File: src/rtl/loop_div_pkg.sv
package loop_div_pkg;

  typedef enum logic {
    BAND_AM = 1'b0,
    BAND_FM = 1'b1
  } band_e;

  // Prescaler modulus for a given band
  function automatic int unsigned band_modulus(band_e b, int unsigned am_div,
                                               int unsigned fm_div);
    return (b == BAND_FM) ? fm_div : am_div;
  endfunction

endpackage

File: src/rtl/loop_div_prescaler.sv
module loop_div_prescaler
  import loop_div_pkg::*;
#(
  parameter int unsigned AM_DIV = 8,
  parameter int unsigned FM_DIV = 64
) (
  input  logic  clk,
  input  logic  rst,
  input  band_e band,
  output logic  tick
);

  localparam int unsigned MAXDIV = (FM_DIV > AM_DIV) ? FM_DIV : AM_DIV;
  localparam int unsigned PW     = (MAXDIV > 2) ? $clog2(MAXDIV) : 1;

  logic [PW-1:0] pcnt_q;
  logic [PW-1:0] last;

  assign last = PW'(band_modulus(band, AM_DIV, FM_DIV) - 1);
  assign tick = (pcnt_q == last);

  always_ff @(posedge clk) begin
    if (rst) begin
      pcnt_q <= '0;
    end else if (tick) begin
      pcnt_q <= '0;
    end else begin
      pcnt_q <= pcnt_q + 1'b1;
    end
  end

  // The band only changes on a wrap, so the count never passes the active limit
  a_r3_count_bound: assert property (@(posedge clk) disable iff (rst)
    pcnt_q <= last);

  // A band change lines up with a restart of the prescaler
  a_r6_band_at_wrap: assert property (@(posedge clk) disable iff (rst)
    (band != $past(band)) |-> (pcnt_q == '0));

endmodule

File: src/rtl/loop_div_counter.sv
module loop_div_counter
  import loop_div_pkg::*;
#(
  parameter int unsigned NW      = 14,
  parameter int unsigned MIN_MOD = 8
) (
  input  logic          clk,
  input  logic          rst,
  input  logic          tick,
  input  logic [NW-1:0] n_in,
  input  logic          band_in,
  output band_e         band_q,
  output logic          pulse_q
);

  logic [NW-1:0] cnt_q;
  logic          term;

  assign term = tick && (cnt_q == '0);

  always_ff @(posedge clk) begin
    if (rst) begin
      cnt_q   <= '0;
      band_q  <= BAND_AM;
      pulse_q <= 1'b0;
    end else begin
      pulse_q <= term;
      if (term) begin
        cnt_q  <= n_in;
        band_q <= band_e'(band_in);
      end else if (tick) begin
        cnt_q <= cnt_q - 1'b1;
      end
    end
  end

  // Between prescaler ticks the program counter holds
  a_r2_hold_between_ticks: assert property (@(posedge clk) disable iff (rst)
    !tick |=> $stable(cnt_q));

  // Band only moves together with an output pulse
  a_r6_band_only_at_term: assert property (@(posedge clk) disable iff (rst)
    !pulse_q |-> $stable(band_q));

  generate
    if (MIN_MOD > 1) begin : g_width_chk
      a_r7_single_cycle: assert property (@(posedge clk) disable iff (rst)
        pulse_q |=> !pulse_q);
    end
  endgenerate

endmodule

File: src/rtl/loop_div_dirflag.sv
module loop_div_dirflag (
  input  logic clk,
  input  logic rst,
  input  logic div_ev,
  input  logic ref_ev,
  output logic src_q,
  output logic snk_q
);

  logic src_d;
  logic snk_d;

  always_comb begin
    src_d = src_q | div_ev;
    snk_d = snk_q | ref_ev;
    if (src_d && snk_d) begin
      src_d = 1'b0;
      snk_d = 1'b0;
    end
  end

  always_ff @(posedge clk) begin
    if (rst) begin
      src_q <= 1'b0;
      snk_q <= 1'b0;
    end else begin
      src_q <= src_d;
      snk_q <= snk_d;
    end
  end

  a_r10_never_both: assert property (@(posedge clk) disable iff (rst)
    !(src_q && snk_q));

  a_r8_src_cause: assert property (@(posedge clk) disable iff (rst)
    $rose(src_q) |-> $past(div_ev));

  a_r9_snk_cause: assert property (@(posedge clk) disable iff (rst)
    $rose(snk_q) |-> $past(ref_ev));

  a_r10_coincident: assert property (@(posedge clk) disable iff (rst)
    (div_ev && ref_ev) |=> (!src_q && !snk_q));

endmodule

File: src/rtl/loop_divider.sv
module loop_divider
  import loop_div_pkg::*;
#(
  parameter int unsigned NW     = 14,
  parameter int unsigned AM_DIV = 8,
  parameter int unsigned FM_DIV = 64
) (
  input  logic          clk,
  input  logic          rst,
  input  logic [NW-1:0] n_in,
  input  logic          band_sel,
  input  logic          ref_tick,
  output logic          div_out,
  output logic          pump_src,
  output logic          pump_snk
);

  localparam int unsigned MIN_MOD = (AM_DIV < FM_DIV) ? AM_DIV : FM_DIV;

  band_e active_band;
  logic  pre_tick;

  loop_div_prescaler #(
    .AM_DIV(AM_DIV),
    .FM_DIV(FM_DIV)
  ) u_pre (
    .clk (clk),
    .rst (rst),
    .band(active_band),
    .tick(pre_tick)
  );

  loop_div_counter #(
    .NW     (NW),
    .MIN_MOD(MIN_MOD)
  ) u_cnt (
    .clk    (clk),
    .rst    (rst),
    .tick   (pre_tick),
    .n_in   (n_in),
    .band_in(band_sel),
    .band_q (active_band),
    .pulse_q(div_out)
  );

  loop_div_dirflag u_dir (
    .clk   (clk),
    .rst   (rst),
    .div_ev(div_out),
    .ref_ev(ref_tick),
    .src_q (pump_src),
    .snk_q (pump_snk)
  );

  // A divided pulse is always preceded by a prescaler terminal tick
  a_r2_pulse_after_tick: assert property (@(posedge clk) disable iff (rst)
    $rose(div_out) |-> $past(pre_tick));

endmodule

File: config.mk
export PLATFORM = sky130hd
export DESIGN_NAME = loop_divider
export DESIGN_NICKNAME = d
export VERILOG_FILES = /design/src/rtl/loop_div_pkg.sv /design/src/rtl/loop_div_prescaler.sv /design/src/rtl/loop_div_counter.sv /design/src/rtl/loop_div_dirflag.sv /design/src/rtl/loop_divider.sv
export SDC_FILE = /design/constraint.sdc
export NUM_CORES = 1
export LEC_CHECK = 0
export ABC_AREA = 1
export BUFFER_PORTS_ARGS = -buffer_cell sky130_fd_sc_hd__buf_2
export CAP_MARGIN = 20
export CORE_ASPECT_RATIO = 1.25
export CORE_MARGIN = 4
export CORE_UTILIZATION = 50
export CTS_CLUSTER_DIAMETER = 120
export DETAILED_ROUTE_END_ITERATION = 10
export GPL_ROUTABILITY_DRIVEN = 0
export PLACE_DENSITY = 0.79
export SLEW_MARGIN = 25
export SYNTH_ARGS = -nofsm -noshare
export SYNTH_HDL_FRONTEND = slang
export SYNTH_SLANG_ARGS = --single-unit
File: constraint.sdc
create_clock -name clk -period 1.5 [get_ports clk]
set_input_delay 0.075 -clock clk [delete_from_list [all_inputs] [get_ports clk]]
set_output_delay 0.075 -clock clk [all_outputs]
set_load 0.03 [all_outputs]
==> results.cfg <==
[critical_path]
critPathCaptureType = flip-flop
cp_data_arrival_time_ps = 1680
cp_max_fo = 8
crit_required_ps = 1720
criticalPathCategory = reg2reg
startpoint_type = flip-flop

[cts]
cts_sinks = 24
ctsLongestPathBuffers = 2
cts_tree = built
clkSlewWorstSetupHoldPaths_ps = 120
clockRootBuffer = clkbuf_4
clkLatencyLatePin_ps = 310
cts.htree.levels = 1
numCtsBuffers = 3

[power_and_ir_drop]
finalPower_mw = 1.077
p_per_area_nw_per_um2 = 598.1
vdd_ir_drop_max_uv = 473.7
p_leak_nw = 0.9877

[die]
pin_count = 21
core_sq_um = 2918
initial_core_util = 0.5202
die_width_microns = 57.28
die_area_sq_um = 3987
core.rowCount = 22
die_h_microns = 69.60

[sta]
min_period_ps = 1457
worst_pin_slew_ps = 353.2
rsz0062_at_grt = true
relSlewSlack = 0.7636
finalSetupViolations = 0
clock.fmax_ghz = 0.6864
hold_viol = 0
finalCritPeriodShare = 0.9713
fin_skew_ps = 3.752
whs_ps = 9.166
slew_viol_final = 0

[synth]
synth_area_sq_um = 1518
synth_common_cells = 69 x nand2_1, 29 x inv_1, 28 x nor2_1, 24 x dfxtp_1, 15 x nand3_1
ys_top_cells_by_area = dfxtp_1 32%, nand2_1 17%, o21ai_2 7.5%
synth.distinct_cells = 28
synth_area_leader_cell = dfxtp_1
async_reset_ff_frac = 0
synthCells = 224
postSynthAreaPerCell_sq_um = 6.775
synth-edff-count = 0
synthSimpleGateAreaFrac = 0.3941
synth_seq_cells = 24
synth_top_area_frac = 0.3166
synth-main-ff-cell = dfxtp_1
synthMuxAreaShare = 0
synth_compound_area_frac = 0.1171
synth_top_family_by_area = simple AND/OR/NAND/NOR gates
yosysWarnings = 0
syn-num-nets = 245
synth.most_common_cell = nand2_1
synthXorXnorAreaFrac = 0.04040
yosysSeqAreaShare = 0.3166
synthAdderAreaFrac = 0.02473

[route]
antenna_left = 0
drt_first_iter_violations = 62
wl_per_cell_microns = 11.36
drcViolationCount = 0
dr.pass1.iters = 4
viasPerCell = 4.966
wirelength_microns = 3328
vias = 1455

[finish]
diodes = 0
nNetsFinal = 280
fillers = 294
area_delta_synth_final_pct = 18.63
drive_gt1_frac = 0.2840

[flow_run]
maxCapViolCount = 0

[global_routing]
antenna_found_initial = 0
grt_pass1_vias = 1302
overflow = 0
track_usage = 0.1643
grt_pass1_wl_microns = 5361
grt_max_degree = 16

[placed_design]
numPortBuffers = 20
dp_hpwl_microns = 2338

[hold_path]
hold_path.class = in2reg

[status]
status = completed
-- repair_timing --
item,in CTS,in global routing
setup buffers,0,9
hold buffers,1,0
setup endpoints to repair,0,16
resized for setup,0,14
endpoints found under the hold margin,1,0
-- area by class of cell --
cell class                      instances  area [sq um]  share of cell area
Tap cell                               36         45.04             0.02502
Sequential cell                        24         481.7              0.2675
Inverter                               32         120.1             0.06671
Clock buffer                            3         22.52             0.01251
Timing Repair Buffer                   32         217.7              0.1209
Multi-Input combinational cell        166         913.4              0.5073
-- kinds of logic (layout without fill, tap and decap cells) --
group | Yosys count | count (layout)
AO/OA/AOI/OAI | 25 | 25
adder cells (fa/ha/maj) | 3 | 3
AND/OR/NAND/NOR | 130 | 131
flip-flops | 24 | 24
buffers and inverters | 35 | 67
XOR/XNOR | 7 | 7
-- cell usage in the layout (no fill, tap or decap), drive strengths merged --
master	count
xor2	5
o211ai	1
nor2	36
inv	31
nand2	75
o21ai	21
and2	1
or2	1
dfxtp	24
a21oi	2
clkinv	1
or4	1
buf	31
nand3	16
nand4	1
ha	3
clkbuf	3
xnor2	2
dlygate4sd3	1
o22ai	1
-- worst max-delay path: stages (launching register included) --
cell	delay, ps
dfxtp_1	330
inv_2	90
ha_2	210
nand3_2	100
nor2_4	180
nand2_4	130
o21ai_0	180
inv_1	50
nand2_1	60
nand2_1	40
-- path summary, 6_finish.rpt --
path / from / endpoint / slack [ps] / depth (start not counted)
max: u_cnt.cnt_q[0] / u_cnt.cnt_q[7] / 40 / 9
min: n_in[1] / u_cnt.cnt_q[1] / 9 / 3
max reg2reg: u_cnt.cnt_q[0] / u_cnt.cnt_q[7] / 40 / 9
min reg2reg: u_pre.pcnt_q[0] / u_pre.pcnt_q[0] / 420 / 1
-- power breakdown --
group | leakage, nW | total, mW | internal [mW] | switching [mW]
clock | 0.0138 | 0.279 | 0.0941 | 0.185
sequential | 0.194 | 0.656 | 0.649 | 0.00729
combinational | 0.779 | 0.142 | 0.0585 | 0.0832
-- registers in the layout, indices dropped and copies added (netlist names) --
| register | cells |
|---|---|
| u_cnt.band_q | 1 |
| u_dir.src_q | 1 |
| u_cnt.pulse_q | 1 |
| u_pre.pcnt_q | 6 |
| u_cnt.cnt_q | 14 |
| u_dir.snk_q | 1 |
-- metal layers --
layer / GRT usage / wire length, microns
met5: 0 / 0
met4: 0.04639 / 120
met3: 0.01862 / 143
met2: 0.3037 / 1740
met1: 0.1936 / 1324
-- through the flow --
stage | utilization | setup TNS (ps) | worst slack (ps) | cells | cell area (sq um)
2_1_floorplan | - | 0 | 164.5 | 224 | 1518
3_3_place_gp | 0.5605 | 0 | 85.44 | 279 | 1635
3_5_place_dp | 0.5605 | 0 | 32.19 | 279 | 1635
4_1_cts | 0.5716 | 0 | 2.848 | 283 | 1668
5_1_grt | 0.6171 | -80.37 | -27.36 | 293 | 1800
6_report | 0.6171 | 0 | 43.12 | 293 | 1800
Power figures use the tool's default switching activity.
